[src/rtl/link_framer_pkg.sv]
package link_framer_pkg;

  typedef enum logic [1:0] {
    PH_START  = 2'd0,
    PH_BODY   = 2'd1,
    PH_MARKER = 2'd2,
    PH_TAIL   = 2'd3
  } phaseT;

  typedef struct packed {
    logic  clearFrame;
    logic  takeWord;
    logic  takeMarker;
    phaseT phase;
  } strobeT;

endpackage

[src/rtl/link_framer_crc.sv]
module link_framer_crc #(
  parameter int CRC_W = 16,
  parameter int DIN_W = 64,
  parameter logic [CRC_W-1:0] POLY = '0
) (
  input  logic             clk,
  input  logic             rst,
  input  logic             clear,
  input  logic             advance,
  input  logic [DIN_W-1:0] din,
  output logic [CRC_W-1:0] value
);

  logic [CRC_W-1:0] nextVal;

  always_comb begin
    logic fb;
    nextVal = value;
    for (int i = DIN_W - 1; i >= 0; i--) begin
      fb = ~(nextVal[CRC_W-1] ^ din[i]);
      nextVal = {nextVal[CRC_W-2:0], 1'b0};
      if (fb) nextVal = nextVal ^ POLY;
    end
  end

  always_ff @(posedge clk) begin
    if (rst || clear) value <= '0;
    else if (advance) value <= nextVal;
  end

endmodule

[src/rtl/link_framer_ctrl.sv]
module link_framer_ctrl
  import link_framer_pkg::*;
(
  input  logic   clk,
  input  logic   rst,
  input  logic   inValid,
  input  logic   inLast,
  input  logic   outReady,
  output logic   inReady,
  output logic   outValid,
  output logic   outLast,
  output strobeT strobe
);

  phaseT phase, phaseNext;
  logic  fire;

  always_comb begin
    case (phase)
      PH_START, PH_BODY: outValid = inValid;
      default:           outValid = 1'b1;
    endcase
  end

  assign inReady = (phase == PH_BODY) && outReady;
  assign outLast = (phase == PH_TAIL);
  assign fire    = outValid && outReady;

  always_comb begin
    phaseNext = phase;
    case (phase)
      PH_START:  if (fire) phaseNext = PH_BODY;
      PH_BODY:   if (fire && inLast) phaseNext = PH_MARKER;
      PH_MARKER: if (fire) phaseNext = PH_TAIL;
      PH_TAIL:   if (fire) phaseNext = PH_START;
      default:   phaseNext = PH_START;
    endcase
  end

  always_ff @(posedge clk) begin
    if (rst) phase <= PH_START;
    else     phase <= phaseNext;
  end

  assign strobe.clearFrame = fire && (phase == PH_START);
  assign strobe.takeWord   = fire && (phase == PH_BODY);
  assign strobe.takeMarker = fire && (phase == PH_MARKER);
  assign strobe.phase      = phase;

endmodule

[src/rtl/link_framer_dp.sv]
module link_framer_dp
  import link_framer_pkg::*;
#(
  parameter int DATA_W   = 64,
  parameter int CTRL_W   = 16,
  parameter int PAY_W    = 32,
  parameter int CNT_W    = 16,
  parameter int TIME_BIT = 61,
  parameter logic [CTRL_W-1:0] CTRL_POLY = 16'h1021,
  parameter logic [PAY_W-1:0]  PAY_POLY  = 32'h04C11DB7,
  parameter logic [DATA_W-1:0] PREAMBLE  = 64'h9E6774129E677412,
  parameter logic [DATA_W-1:0] MARKER    = 64'h2A1D632F2A1D632F
) (
  input  logic              clk,
  input  logic              rst,
  input  strobeT            strobe,
  input  logic [DATA_W-1:0] inData,
  output logic [DATA_W-1:0] outData
);

  localparam int TRAIL_W = CTRL_W + CNT_W + PAY_W;

  logic [CNT_W-1:0]  wordCount;
  logic              hasTime;
  logic              ctrlAdv, payAdv;
  logic [DATA_W-1:0] payDin;
  logic [CTRL_W-1:0] ctrlSum;
  logic [PAY_W-1:0]  paySum;
  logic [TRAIL_W-1:0] trailer;

  assign ctrlAdv = strobe.takeWord &&
                   ((wordCount == '0) || ((wordCount == CNT_W'(1)) && hasTime));
  assign payAdv  = (strobe.takeWord && !ctrlAdv) || strobe.takeMarker;
  assign payDin  = strobe.takeMarker ? MARKER : inData;

  always_ff @(posedge clk) begin
    if (rst || strobe.clearFrame) begin
      wordCount <= '0;
      hasTime   <= 1'b0;
    end else begin
      if (strobe.takeWord && (wordCount == '0)) hasTime <= inData[TIME_BIT];
      if (strobe.takeWord || strobe.takeMarker) wordCount <= wordCount + 1'b1;
    end
  end

  link_framer_crc #(.CRC_W(CTRL_W), .DIN_W(DATA_W), .POLY(CTRL_POLY)) uCtrlCrc (
    .clk(clk), .rst(rst), .clear(strobe.clearFrame), .advance(ctrlAdv),
    .din(inData), .value(ctrlSum)
  );

  link_framer_crc #(.CRC_W(PAY_W), .DIN_W(DATA_W), .POLY(PAY_POLY)) uPayCrc (
    .clk(clk), .rst(rst), .clear(strobe.clearFrame), .advance(payAdv),
    .din(payDin), .value(paySum)
  );

  assign trailer = {ctrlSum, wordCount, paySum};

  always_comb begin
    case (strobe.phase)
      PH_START:  outData = PREAMBLE;
      PH_BODY:   outData = inData;
      PH_MARKER: outData = MARKER;
      default:   outData = DATA_W'(trailer);
    endcase
  end

endmodule

[src/rtl/link_framer.sv]
module link_framer
  import link_framer_pkg::*;
#(
  parameter int DATA_W   = 64,
  parameter int CTRL_W   = 16,
  parameter int PAY_W    = 32,
  parameter int CNT_W    = 16,
  parameter int TIME_BIT = 61,
  parameter logic [DATA_W-1:0] PREAMBLE = 64'h9E6774129E677412,
  parameter logic [DATA_W-1:0] MARKER   = 64'h2A1D632F2A1D632F
) (
  input  logic              clk,
  input  logic              rst,
  input  logic [DATA_W-1:0] inData,
  input  logic              inValid,
  input  logic              inLast,
  output logic              inReady,
  output logic [DATA_W-1:0] outData,
  output logic              outValid,
  output logic              outLast,
  input  logic              outReady
);

  strobeT strobe;

  link_framer_ctrl uCtrl (
    .clk(clk), .rst(rst), .inValid(inValid), .inLast(inLast),
    .outReady(outReady), .inReady(inReady), .outValid(outValid),
    .outLast(outLast), .strobe(strobe)
  );

  link_framer_dp #(
    .DATA_W(DATA_W), .CTRL_W(CTRL_W), .PAY_W(PAY_W), .CNT_W(CNT_W),
    .TIME_BIT(TIME_BIT), .PREAMBLE(PREAMBLE), .MARKER(MARKER)
  ) uDp (
    .clk(clk), .rst(rst), .strobe(strobe), .inData(inData), .outData(outData)
  );

endmodule

[config.mk]
export PLATFORM = sky130hd
export DESIGN_NAME = link_framer
export DESIGN_NICKNAME = d
export VERILOG_FILES = /design/src/rtl/link_framer_pkg.sv /design/src/rtl/link_framer_crc.sv /design/src/rtl/link_framer_ctrl.sv /design/src/rtl/link_framer_dp.sv /design/src/rtl/link_framer.sv
export SDC_FILE = /design/constraint.sdc
export NUM_CORES = 1
export LEC_CHECK = 0
export BUFFER_PORTS_ARGS = -buffer_cell sky130_fd_sc_hd__buf_2
export CAP_MARGIN = 20
export CORE_MARGIN = 10
export CORE_UTILIZATION = 50
export DETAILED_ROUTE_END_ITERATION = 8
export PLACE_DENSITY = 0.78
export SLEW_MARGIN = 20
export SYNTH_ARGS = -nofsm -noshare
export SYNTH_HDL_FRONTEND = slang
export SYNTH_SLANG_ARGS = --single-unit
[constraint.sdc]
create_clock -name clk -period 10.1 [get_ports clk]
set_input_delay 0.505 -clock clk [delete_from_list [all_inputs] [get_ports clk]]
set_output_delay 0.505 -clock clk [all_outputs]
set_load 0.01 [all_outputs]
; ---- Yosys cells after proc, flatten, opt, wreduce, memory -nomap -nowiden
; Index checks and enable logic that the tools add are counted.
[totals]
latch_bits = 0
word_cells = 425
out_inout_bits = 67
romBits = 0
ram_bits = 0
mem_count = 0
input_bits = 69
ff_bits = 67
[op_classes]
magnitude_cmp = 0
mux = 136
div_mod_pow = 0
bitwise = 256
eq_ne = 8
n_shift = 0
reduce_logical = 19
mul = 0
add_sub_neg = 1
[ops]
columns = op, count
row1 = 2-to-1 mux 27 bit, 64
row2 = NOT 14 bit, 64
row3 = 2-to-1 mux 13 bit, 64
row4 = NOT 3 bit, 64
row5 = case mux 64 bit (3 select lines), 1
row6 = XOR 1 bit, 128
row7 = 2-to-1 mux 64 bit, 1
row8 = adder 16 x 1 -> 16 bit (second input constant), 1
row9 = == test 16 x 1 -> 1 bit (second input constant), 1
row10 = logical NOT 16 bit, 1
row11 = logical AND 1 bit, 10
row12 = 2-to-1 mux 2 bit, 4
row13 = inequality test 2 x 1 -> 1 bit (second input constant), 4
row14 = case mux 2 bit (4 select lines), 1
row15 = == test 2 bit (second input constant), 2
row16 = logical OR 1 bit, 4
row17 = AND reduction 4 bit, 1
row18 = == test 2 x 1 -> 1 bit (second input constant), 1
row19 = logical NOT 2 bit, 1
row20 = OR reduction 2 bit, 1
row21 = logical NOT 1 bit, 1
row22 = 2-to-1 mux 1 bit, 1

; ---- Logic depth before layout (Yosys ltp)
; Gate-level depths: netlist (run 1).
[logic_depth]
depth_word = 134
mapped_depth = 23

; ---- Hierarchy
; A second synthesis (run 1) with hierarchy kept.
[unflattened]
cells_unflattened = 1245
hier_area_um2 = 14048.5
[modules_own_cells]
columns = module, area_per_inst_um2, cells_per_inst, instances, seq_area_each_um2
row1 = link_framer_crc (uDp.uPayCrc), 8399.3, 621, 1, 640.6
row2 = link_framer_crc (uDp.uCtrlCrc), 3119.2, 237, 1, 320.3
row3 = link_framer_dp, 2309.7, 362, 1, 340.3
row4 = link_framer_ctrl, 220.2, 25, 1, 40.0

; ---- Worst setup path before layout (run 1)
; OpenSTA, ideal clock, no wires.
[synth_path]
path_kind = reg2reg
start = register uCtrl.phase[1]
end = register uDp.uPayCrc.value[23]
setup_slack_ns = 3.825
synth_period_minus_slack_ns = 6.275
stages_incl_launch_ff = 21
setup_ns = 0.070
t_arrival_ns = 6.205
required_ns = 10.030
cell_sequence = dfxtp_1 -> inv_1 -> ha_1 -> buf_2 -> o21ba_2 -> buf_2 -> nor2_2 -> buf_4 -> nor2_2 -> xnor2_2 -> xnor3_2 -> xor2_1 -> xnor3_2 -> xnor3_1 -> xnor3_2 -> xor3_2 -> xor3_2 -> xor3_2 -> xor2_2 -> xnor3_1 -> a21oi_1
[synth_via]
elab_chain_cells = 88
word_cells_on_any_way = 194
cone_classes = eq/ne (2) / mux (66) / bitwise (115) / reduce/logical (11)
[synth_lines]
columns = element, line
row1 = "start, declared", link_framer_ctrl.sv:15  ; phaseT phase, phaseNext;
row2 = "start signal, assigned", link_framer_ctrl.sv:42  ; else phase <= phaseNext;
row3 = == test 2 x 1 -> 1 bit / logical NOT 2 bit (equally long branches), "link_framer_ctrl.sv:19, link_framer_ctrl.sv:46, link_framer_ctrl.sv:45"
row4 = OR reduction 2 bit, link_framer_ctrl.sv:19  ; case (phase)
row5 = 2-to-1 mux 1 bit, link_framer_ctrl.sv:19
row6 = logical AND 1 bit, link_framer_ctrl.sv:27  ; assign fire = outValid && outReady;
row7 = logical AND 1 bit, link_framer_ctrl.sv:47  ; assign strobe.takeMarker = fire && (phase == PH_MARKER);
row8 = 2-to-1 mux 64 bit, link_framer_dp.sv:34  ; assign payDin = strobe.takeMarker ? MARKER : inData;
row9 = XOR 1 bit, link_framer_crc.sv:20  ; fb = ~(nextVal[CRC_W-1] ^ din[i]);
row10 = 2-to-1 mux 27 bit, link_framer_crc.sv:22  ; if (fb) nextVal = nextVal ^ POLY;
row11 = (+72 left out), n/a
row12 = 2-to-1 mux 27 bit / NOT 14 bit (equally long branches), n/a
row13 = 2-to-1 mux 27 bit, link_framer_crc.sv:22
row14 = 2-to-1 mux 27 bit / NOT 14 bit (equally long branches), n/a
row15 = 2-to-1 mux 27 bit, link_framer_crc.sv:22
row16 = NOT 14 bit (no line) / XOR 1 bit (equally long branches), n/a
row17 = 2-to-1 mux 27 bit, link_framer_crc.sv:22
row18 = NOT 14 bit (no line) / XOR 1 bit (equally long branches), n/a
row19 = 2-to-1 mux 27 bit, link_framer_crc.sv:22
row20 = "end signal, assigned", link_framer_crc.sv:28  ; else if (advance) value <= nextVal;
row21 = "end, declared", link_framer_crc.sv:11  ; output logic [CRC_W-1:0] value
; Parallel ways exist; a longest one is shown, timed or not.
; A chain may end at the register's enable or synchronous reset.

; ---- Final worst setup path (run 1)
[layout_path]
start = register uCtrl.phase[0]
end = register uDp.uPayCrc.value[9]
[layout_via]
elab_chain_cells = 88
word_cells_on_any_way = 199
cone_classes = eq/ne (2) / mux (66) / bitwise (120) / reduce/logical (11)
[layout_lines]
columns = element, line
row1 = == test 2 x 1 -> 1 bit / logical NOT 2 bit (equally long branches), "link_framer_ctrl.sv:19, link_framer_ctrl.sv:46, link_framer_ctrl.sv:45"
row2 = OR reduction 2 bit, link_framer_ctrl.sv:19
row3 = 2-to-1 mux 1 bit, link_framer_ctrl.sv:19
row4 = logical AND 1 bit, link_framer_ctrl.sv:27
row5 = logical AND 1 bit, link_framer_ctrl.sv:47
row6 = 2-to-1 mux 64 bit, link_framer_dp.sv:34
row7 = XOR 1 bit, link_framer_crc.sv:20
row8 = 2-to-1 mux 27 bit, link_framer_crc.sv:22
row9 = (+70 left out), n/a
row10 = NOT 14 bit (no line), n/a
row11 = 2-to-1 mux 27 bit, link_framer_crc.sv:22
row12 = NOT 14 bit (no line), n/a
row13 = 2-to-1 mux 27 bit (2 in a row), link_framer_crc.sv:22
row14 = NOT 14 bit (no line), n/a
row15 = 2-to-1 mux 27 bit, link_framer_crc.sv:22
row16 = NOT 14 bit (no line), n/a
row17 = 2-to-1 mux 27 bit (2 in a row), link_framer_crc.sv:22
; Parallel ways exist; a longest one is shown, timed or not.

==> metrics.md, run 1 <==
| Metric | Value |
|---|---|
| Die Height | 195 µm |
| Cells on worst reg2reg path | 20 |
| Final setup viols | 0 |
| Inst Count DP | 1966 |
| Synth warn | 0 |
| Max Slew Vio Count | 0 |
| Largest area contributor in the netlist | xnor2_1 |
| First-pass GRT wire length | 76600 µm |
| Cell count after synthesis | 1508 |
| Syn Nets | 1585 |
| R2r endpoint | uDp.uPayCrc.value[9]$_SDFFE_PP0P_ |
| Crit-path cells | inv_1 -> ha_1 -> buf_4 -> o21ba_2 -> nor2_2 -> buf_4 -> nor2_2 -> xnor3_1 -> xnor3_1 -> xnor2_4 -> xor3_1 -> xnor3_1 -> xnor3_1 -> xnor3_1 -> xnor3_2 -> xnor2_4 -> xor2_2 -> xnor3_1 -> o21a_1 -> nor2_1 |
| EDFF count, synth | 0 |
| Die area | 38100 µm² |
| Drt pass-1 iters | 5 |
| Setup tns final | 0 ps |
| Routed len/inst | 26.6 µm |
| Fin. Hold Viols | 0 |
| Synth unique cells | 46 |
| Final wirelength | 52600 µm |
| Clock tree buffer depth | 2 |
| Hold Path Sink | uCtrl.phase[1]$_SDFFE_PP0P_ |
| H-Tree Depth | 3 |
| Seq/Total Area, Yosys | 0.0873 |
| Setup slack, reg-to-reg | 2570 ps |
| FF-to-FF Start | uCtrl.phase[0]$_SDFFE_PP0P_ |
| # clock sinks | 67 |
| Initial antenna violation count | 0 |
| Die X | 195 µm |
| Most common library cells after synthesis | xnor2_1, xnor3_1, xor2_1 |
| Worst-path clk slew | 50 ps |
| CP most frequent cell | xnor3_1 |
| CP startpoint kind | flop |
| Worst path arrival time | 7800 ps |
| Total number of vias | 11300 |
| HP Start | rst |
| Final std cells w/o fill | 1981 |
| Largest net degree at the start of global routing | 104 |
| Mean Syn Cell Area | 10.2 µm² |
| Hold Slack | 404 ps |
| Io pins | 136 |
| RSZ-0062 raised after global routing | no |
| Worst Path Max Fanout | 22 |
| Post-Syn Area | 15400 µm² |
| Post-CTS Setup Repair Bufs | 0 |
| Fill cells | 2785 |
| Worst Setup End Kind | flop |
| GRT overflow | 0 |
| Drt via density | 5.70 |
| Top-area cell type share of the netlist area | 0.281 |
| Hold Crit Depth | 2 |
| Critical path type | reg -> reg |
| Share of layout cells above drive strength 1 | 0.147 |
| Worst Hold Class | in -> reg |
| Initial Utilization | 0.505 |
| CTS buffer count | 9 |
| Drt drc | 0 |
| Tcrit/Tclk final | 0.746 |
| Max-Cap Viols | 0 |
| Fmax | 133 MHz |
| Async SR Flop Fraction | 0 |
| Crit-path max cell delay | 700 ps |
| Critical path required time | 10370 ps |
| First DRT Iteration DRCs | 1203 |
| Vias in the first global route | 11400 |
| Worst Skew | 3.93 ps |
| Worst-Margin Slew | 1010 ps |
| Post-CTS resize count | 0 |
| GRT Util Overall | 0.267 |
| Top-count cell post-synth | xnor2_1 |
| Fin crit period | 7530 ps |
| Number of hold buffers added after cts | 0 |
| Synth top area cells | xnor2_1, xnor3_1, xor2_1, dfxtp_1, xor3_1 |
| Slowest cell on the critical path | nor2_2 |
| HPWL Detailed | 43300 µm |
| Syn-to-layout area delta | 7.55% |
| CTS tree | done |
| Synth Register Bits | 67 |
| N_diodes | 0 |
| Skew-Pair Late Insertion Delay | 330 ps |
| Status | completed |
| Final net count | 1658 |
| Routability cong. | 1.02 |
| Port Buf Inserts | 135 |
| Routed Antenna Nets | 0 |
| Core Box Area | 30400 µm² |
| Max_slew headroom | 0.330 |
| Root Driver | clkbuf_16 |
| Rows | 64 |
| Dominant synthesized flop cell | dfxtp_1 |
## cells by family after synthesis
group	share of synthesized area
flops	0.0873
xor+xnor	0.739
mux	0.00888
buf+inv	0.0310
fa+ha+maj	0.00652
simple gates	0.0618
compound gates	0.0652
## metrics by stage
step	util	setup slack (ps)	cell area, µm²
final	0.543	2570	16500
after global routing	0.543	2210	16500
after CTS	0.543	2650	16500
after detailed placement	0.534	2680	16200
after global placement	0.534	2780	16200
after floorplan	-	3820	15400
## critical path: cells and delay by family (launching register included)
family | cells | cell delay (ps)
xor+xnor | 11 | 4740
buf+inv | 3 | 730
compound gates | 2 | 480
flops | 1 | 420
simple gates | 3 | 870
fa+ha+maj | 1 | 210
## per-layer routing
metal | GRT usage | routed length, µm | vias to the layer above
met2 | 0.411 | 23100 | 622
met1 | 0.355 | 22100 | 5502
met5 | 0 | 0 | -
met3 | 0.0755 | 5710 | 90
li1 | - | - | 5068
met4 | 0.0865 | 1700 | 0
## sequential cells by signal, summed over array words and instances, names as in the netlist
signal	count
uDp.uPayCrc.value	32
uDp.uCtrlCrc.value	16
uDp.wordCount	16
uCtrl.phase	2
uDp.hasTime	1
## area by class of cell
type	count	area (µm²)	area share
multi-input cells	1336	13600	0.821
clock buffers	13	270	0.0164
repair buffers	146	758	0.0459
inverters	21	78.8	0.00477
flip-flops and latches	67	1340	0.0812
well taps	396	495	0.0300
clock inverters	2	10.0	0.000606
## placed cells by master (no fill, tap or decap), types with 14 or more instances in the layout
cell type / Yosys / layout
xnor2_1: 493 / 493
xnor3_1: 164 / 164
xor2_1: 161 / 161
buf_2: 23 / 135
nand2_1: 111 / 111
a21oi_1: 92 / 92
nor2_1: 85 / 85
dfxtp_1: 67 / 67
o21ai_0: 48 / 47
xor3_1: 30 / 30
inv_1: 21 / 21
xnor2_2: 17 / 17
a211oi_1: 16 / 16
a22o_1: 14 / 14
xnor3_2: 14 / 14
## worst max path at each step
stage	cells after the start	end	startpoint	slack, ps
final	20	uDp.uPayCrc.value[9]$_SDFFE_PP0P_	uCtrl.phase[0]$_SDFFE_PP0P_	2570
after CTS	18	uDp.uPayCrc.value[23]$_SDFFE_PP0P_	uCtrl.phase[0]$_SDFFE_PP0P_	2650
after global placement	19	uDp.uPayCrc.value[9]$_SDFFE_PP0P_	uCtrl.phase[0]$_SDFFE_PP0P_	2780
after global routing	20	uDp.uPayCrc.value[9]$_SDFFE_PP0P_	uCtrl.phase[0]$_SDFFE_PP0P_	2210
after floorplan	20	uDp.uPayCrc.value[23]$_SDFFE_PP0P_	uCtrl.phase[1]$_SDFFE_PP0P_	3820
after detailed placement	18	uDp.uPayCrc.value[23]$_SDFFE_PP0P_	uCtrl.phase[0]$_SDFFE_PP0P_	2680
Power of run 1 is not shown: default switching activity piles up to over one toggle a cycle in this logic, so the estimate is an artifact.
==> run 2, diff against run 1 <==
--- a/config.mk
+++ b/config.mk
@@ -10,7 +10,7 @@
 export CORE_MARGIN = 10
 export CORE_UTILIZATION = 50
 export DETAILED_ROUTE_END_ITERATION = 8
-export PLACE_DENSITY = 0.78
+export PLACE_DENSITY = 0.8
 export SLEW_MARGIN = 20
 export SYNTH_ARGS = -nofsm -noshare
 export SYNTH_HDL_FRONTEND = slang
==> constraint.sdc (replaced) <==
create_clock -name clk -period 6.9 [get_ports clk]
set_input_delay 0.345 -clock clk [delete_from_list [all_inputs] [get_ports clk]]
set_output_delay 0.345 -clock clk [all_outputs]
set_load 0.01 [all_outputs]
==> metrics.md, run 2 (same netlist as run 1, synthesis figures left out) <==
| Metric | Value |
|---|---|
| Hold Path Sink | uCtrl.phase[0]$_SDFFE_PP0P_ |
| Skew-Pair Late Insertion Delay | 340 ps (about the same) |
| Largest net degree at the start of global routing | 104 (unchanged) |
| Hold Crit Depth | 2 (unchanged) |
| Die area | 38100 µm² (unchanged) |
| Worst path arrival time | 6910 ps (-890 ps) |
| First DRT Iteration DRCs | 1538 (+28%) |
| Final setup viols | 0 (unchanged) |
| CP most frequent cell | xnor3_1 |
| Worst path depth | 19 (-5.0%) |
| Routability cong. | 1.05 (+3.0%) |
| Fin. Hold Viols | 0 (unchanged) |
| Max Slew Vio Count | 0 (unchanged) |
| Tcrit/Tclk final | 0.962 (+0.216) |
| CP startpoint kind | flop |
| FF-to-FF Start | uCtrl.phase[0]$_SDFFE_PP0P_ |
| GRT overflow | 0 (unchanged) |
| Top reg by flops | uDp.uPayCrc.value |
| Crit-path cells | inv_1 -> ha_1 -> nand2_1 -> buf_4 -> o21ai_1 -> xor2_2 -> xnor3_1 -> xnor3_2 -> xnor2_4 -> xor3_1 -> xnor3_1 -> xnor3_1 -> xnor3_1 -> xnor3_2 -> xnor2_4 -> xor2_2 -> xnor3_1 -> o21a_1 -> nor2_1 |
| Clock tree buffer depth | 2 (unchanged) |
| Io pins | 136 (unchanged) |
| Setup slack, reg-to-reg | 260 ps (-2310 ps) |
| Drt via density | 5.70 (about the same) |
| Largest regs | uDp.uPayCrc.value (32), uDp.uCtrlCrc.value (16), uDp.wordCount (16) |
| Critical path required time | 7170 ps (-3200 ps) |
| Core Box Area | 30400 µm² (unchanged) |
| GRT Util Overall | 0.263 (-0.00466) |
| Initial Utilization | 0.505 (unchanged) |
| N_diodes | 0 (unchanged) |
| Slowest cell on the critical path | xnor3_1 |
| RSZ-0062 raised after global routing | yes |
| Vias in the first global route | 11600 (+1.3%) |
| Total number of vias | 11600 (+3.2%) |
| CTS buffer count | 9 (unchanged) |
| Status | completed |
| # clock sinks | 67 (unchanged) |
| Share of layout cells above drive strength 1 | 0.182 (+0.0350) |
| Final wirelength | 52000 µm (-1.1%) |
| First-pass GRT wire length | 75700 µm (-1.2%) |
| Setup tns final | 0 ps (unchanged) |
| Worst Path Max Fanout | 8 (-64%) |
| CTS tree | done |
| Most frequent cells in the layout | xnor2_1, xnor3_1, xor2_1, buf_2, nand2_1 |
| Fin crit period | 6640 ps (-893 ps) |
| Port Buf Inserts | 135 (unchanged) |
| Worst Setup End Kind | flop |
| Routed len/inst | 25.5 µm (-4.1%) |
| Rows | 64 (unchanged) |
| Max_slew headroom | 0.309 (-0.0204) |
| Worst-Margin Slew | 1040 ps (+30.6 ps) |
| Largest register FFs | 32 (unchanged) |
| Syn-to-layout area delta | 11.4% |
| Fin area | 17100 µm² (+3.6%) |
| HPWL Detailed | 43400 µm (+0.26%) |
| Fmax | 151 MHz (+13%) |
| Worst-path clk slew | 50 ps (about the same) |
| Initial antenna violation count | 1 (+1) |
| CP delay by family, top | XOR/XNOR gates |
| Crit-path max cell delay | 600 ps (-100 ps) |
| Worst Hold Class | in -> reg |
| Worst Skew | 5.52 ps (+1.59 ps) |
| Drt drc | 0 (unchanged) |
| Reg area | 1340 µm² (unchanged) |
| Max-Cap Viols | 0 (unchanged) |
| Final net count | 1720 (+3.7%) |
| Drt pass-1 iters | 5 (unchanged) |
| Critical path type | reg -> reg |
| Cells on worst reg2reg path | 19 (-5.0%) |
| Fill cells | 2667 (-4.2%) |
| Area of the multi-input gates | 13600 µm² (+0.18%) |
| Area after DPL | 16700 µm² (+3.0%) |
| Post-CTS Setup Repair Bufs | 0 (unchanged) |
| Die Height | 195 µm (unchanged) |
| HP Start | rst |
| H-Tree Depth | 3 (unchanged) |
| Routed Antenna Nets | 0 (unchanged) |
| Die X | 195 µm (unchanged) |
| Buffers & Inverters on Critical Path | 2 (-1) |
| Root Driver | clkbuf_16 |
| R2r endpoint | uDp.uPayCrc.value[9]$_SDFFE_PP0P_ |
| Most common cell after layout, fill and taps aside | xnor2_1 |
-- run 2: how the worst max path moves through the flow --
stage                                                     to                   startpoint
after floorplan           uDp.uPayCrc.value[23]$_SDFFE_PP0P_  uCtrl.phase[1]$_SDFFE_PP0P_
after global placement    uDp.uPayCrc.value[23]$_SDFFE_PP0P_  uCtrl.phase[0]$_SDFFE_PP0P_
after detailed placement  uDp.uPayCrc.value[23]$_SDFFE_PP0P_                   inData[57]
after CTS                 uDp.uPayCrc.value[23]$_SDFFE_PP0P_  uCtrl.phase[0]$_SDFFE_PP0P_
after global routing       uDp.uPayCrc.value[4]$_SDFFE_PP0P_  uCtrl.phase[0]$_SDFFE_PP0P_
final                      uDp.uPayCrc.value[9]$_SDFFE_PP0P_  uCtrl.phase[0]$_SDFFE_PP0P_
-- run 2: what timing repair did --
| action | CTS | global route |
|---|---|---|
| gates resized for setup | 0 | 4 |
| setup endpoints to repair | 0 | 11 |
| hold endpoints to repair | 0 | 0 |
| hold buffers | 0 | 0 |
-- run 2: through the flow --
step	util	hold slack [ps]	worst slack (ps)	instances
6_report	0.562	225	261	2044
5_1_grt	0.562	231	-0.403	2044
4_1_cts	0.561	209	154	2044
3_5_place_dp	0.550	490	159	2028
3_3_place_gp	0.550	481	294	2028
2_1_floorplan	-	417	625	1508
-- run 2: final cells by class --
class,instances,area share
Clock buffer,10,0.0140
Clock inverter,6,0.00658
Inverter,21,0.00461
Multi-Input combinational cell,1336,0.794
Sequential cell,67,0.0784
Tap cell,396,0.0290
Timing Repair Buffer,208,0.0730
-- run 2: per-layer routing --
| layer | global-route usage | wire (µm) | vias up | part of all wire |
|---|---|---|---|---|
| met5 | 0 | 0 | - | 0 |
| met4 | 0.0933 | 1860 | 0 | 0.036 |
| met3 | 0.0483 | 5350 | 98 | 0.10 |
| met2 | 0.397 | 22700 | 655 | 0.44 |
| met1 | 0.367 | 22100 | 5684 | 0.42 |
| li1 | - | - | 5207 | - |
Power of run 2 is left out for the same reason.
==> run 3, diff against run 2 <==
--- a/config.mk
+++ b/config.mk
@@ -10,7 +10,7 @@
 export CORE_MARGIN = 10
 export CORE_UTILIZATION = 50
 export DETAILED_ROUTE_END_ITERATION = 8
-export PLACE_DENSITY = 0.8
+export PLACE_DENSITY = 0.78
 export SLEW_MARGIN = 20
 export SYNTH_ARGS = -nofsm -noshare
 export SYNTH_HDL_FRONTEND = slang
==> constraint.sdc (replaced) <==
create_clock -name clk -period 6.95 [get_ports clk]
set_input_delay 1.39 -clock clk [delete_from_list [all_inputs] [get_ports clk]]
set_output_delay 1.39 -clock clk [all_outputs]
set_load 0.01 [all_outputs]
==> metrics.md, run 3 (same netlist as run 1, synthesis figures left out) <==
| Metric | Value |
|---|---|
| Most frequent cells in the layout | xnor2_1, buf_4, xnor3_1, xor2_1, buf_2 |
| H-Tree Depth | 3 (unchanged) |
| Vias in the first global route | 12300 (+6.1%) |
| Status | completed |
| GRT Util Overall | 0.275 (+0.0124) |
| Number of hold buffers added after cts | 0 (unchanged) |
| Critical path required time | 7150 ps (-20 ps) |
| Dpl ws | -224 ps (-382 ps) |
| Worst path arrival time | 6950 ps (+40 ps) |
| Routed Antenna Nets | 0 (unchanged) |
| Port Buf Inserts | 135 (unchanged) |
| Final std cells w/o fill | 2188 (+7.0%) |
| Max_slew headroom | 0.317 (+0.00795) |
| N_diodes | 0 (unchanged) |
| Tcrit/Tclk final | 0.970 |
| Die Height | 195 µm (unchanged) |
| Hold Crit Depth | 2 (unchanged) |
| Hold Slack | 498 ps (+273 ps) |
| Most common cell after layout, fill and taps aside | xnor2_1 |
| Top Metal Used | met4 |
| Largest regs | uDp.uPayCrc.value (32), uDp.uCtrlCrc.value (16), uDp.wordCount (16) |
| Worst Skew | 9.20 ps (+3.68 ps) |
| Routability cong. | 1.02 (-2.6%) |
| Fill cells | 2598 (-2.6%) |
| Final wirelength | 53900 µm (+3.7%) |
| Worst Path Max Fanout | 7 (-1) |
| Clock tree buffer depth | 2 (unchanged) |
| HPWL Detailed | 45100 µm (+4.0%) |
| Skew-Pair Late Insertion Delay | 340 ps (about the same) |
| Worst-path clk slew | 70 ps (+20 ps) |
| GRT overflow | 0 (unchanged) |
| First DRT Iteration DRCs | 1551 (+0.85%) |
| Initial antenna violation count | 0 (-1) |
| Final setup viols | 0 (unchanged) |
| Worst Setup End Kind | flop |
| Die X | 195 µm (unchanged) |
| CP startpoint kind | primary input |
| Syn-to-layout area delta | 19.0% |
| Fin crit period | 6740 ps |
| Routed length on met1 | 22900 µm (+3.7%) |
| Initial Utilization | 0.505 (unchanged) |
| Core Box Area | 30400 µm² (unchanged) |
| Top reg by flops | uDp.uPayCrc.value |
| CTS tree | done |
| Final net count | 1864 (+8.4%) |
| First-pass GRT wire length | 79500 µm (+5.1%) |
| Rows | 64 (unchanged) |
| Fin. Hold Viols | 0 (unchanged) |
| Max-Cap Viols | 0 (unchanged) |
| Critical path type | in -> reg |
| Drt via density | 5.56 (-2.4%) |
| Max Slew Vio Count | 0 (unchanged) |
| RSZ-0062 raised after global routing | yes |
| Share of layout cells above drive strength 1 | 0.255 (+0.0730) |
| Total number of vias | 12200 (+4.4%) |
| Inst Count DP | 2172 (+7.1%) |
| Drt pass-1 iters | 8 (+3) |
| Worst Hold Class | reg -> reg |
| Met2 routed WL | 23900 µm (+5.3%) |
| Worst-Margin Slew | 1020 ps (-11.9 ps) |
| CTS buffer count | 9 (unchanged) |
| # clock sinks | 67 (unchanged) |
| Die area | 38100 µm² (unchanged) |
| Routed len/inst | 24.7 µm (-3.2%) |
| Drt drc | 0 (unchanged) |
| Root Driver | clkbuf_16 |
| Worst Slack Setup Final | 207 ps (-54.3 ps) |
| Largest register FFs | 32 (unchanged) |
| Fmax | 148 MHz |
| Met3 wire length | 5600 µm (+4.6%) |
| Fin util | 0.600 (+0.0383) |
| Cells on worst reg2reg path | 19 (unchanged) |
| Largest net degree at the start of global routing | 104 (unchanged) |
| Io pins | 136 (unchanged) |
-- run 3: cell types whose count changed in the layout (fill, tap and decap cells not counted), sizes merged --
cell      change
bufinv        -1
buf         +144
clkinv        -1
clkbuf        -1
clkinvlp      +1
inv           +2
-- run 3: layer usage --
metal	track usage	up-vias
met5	0	-
met4	0.0789	0
met3	0.0485	80
met2	0.423	651
met1	0.387	5936
li1	-	5494
-- run 3: layout make-up --
class / count / area (µm²) / share of cell area
Multi-Input combinational cell: 1336 / 13700 / 0.749
Sequential cell: 67 / 1340 / 0.0734
Tap cell: 396 / 495 / 0.0271
Clock inverter: 7 / 98.8 / 0.00541
Inverter: 21 / 78.8 / 0.00431
Timing Repair Buffer: 352 / 2340 / 0.128
Clock buffer: 9 / 225 / 0.0123
-- run 3: final timing paths --
| check | start | end | slack (ps) |
|---|---|---|---|
| setup / recovery | inData[57] | uDp.uPayCrc.value[11]$_SDFFE_PP0P_ | 210 |
| setup reg to reg | uDp.uPayCrc.value[20]$_SDFFE_PP0P_ | uDp.uPayCrc.value[26]$_SDFFE_PP0P_ | 640 |
| hold / removal | uDp.uPayCrc.value[0]$_SDFFE_PP0P_ | uDp.uPayCrc.value[0]$_SDFFE_PP0P_ | 500 |
| hold reg to reg | uDp.uPayCrc.value[0]$_SDFFE_PP0P_ | uDp.uPayCrc.value[0]$_SDFFE_PP0P_ | 500 |
-- run 3: worst max-delay path, stage by stage --
cell and delay [ps]:
buf_2 210, xnor3_2 390, buf_4 180, xor3_1 370
nor2_1 230, xnor3_1 500, xnor2_1 240, xnor3_1 340
xor3_1 290, buf_4 170, xnor3_2 430, xnor2_4 270
xor3_1 520, xnor3_1 320, xor3_1 290, xnor2_1 230
xnor3_1 430, nand2_1 80, a21oi_1 70
-- run 3: per-stage QoR --
stage / TNS, ps / area [µm²]
final: 0 / 18300
after CTS: 0 / 18200
after floorplan: 0 / 15400
after detailed placement: -3150 / 17900
after global placement: -665 / 17900
after global routing: -67.6 / 18300
-- run 3: timing repair --
action / CTS / global route
setup endpoints to repair: 0 / 25
resized for setup: 0 / 11
setup buffers: 0 / 0
Power of run 3 is left out for the same reason.
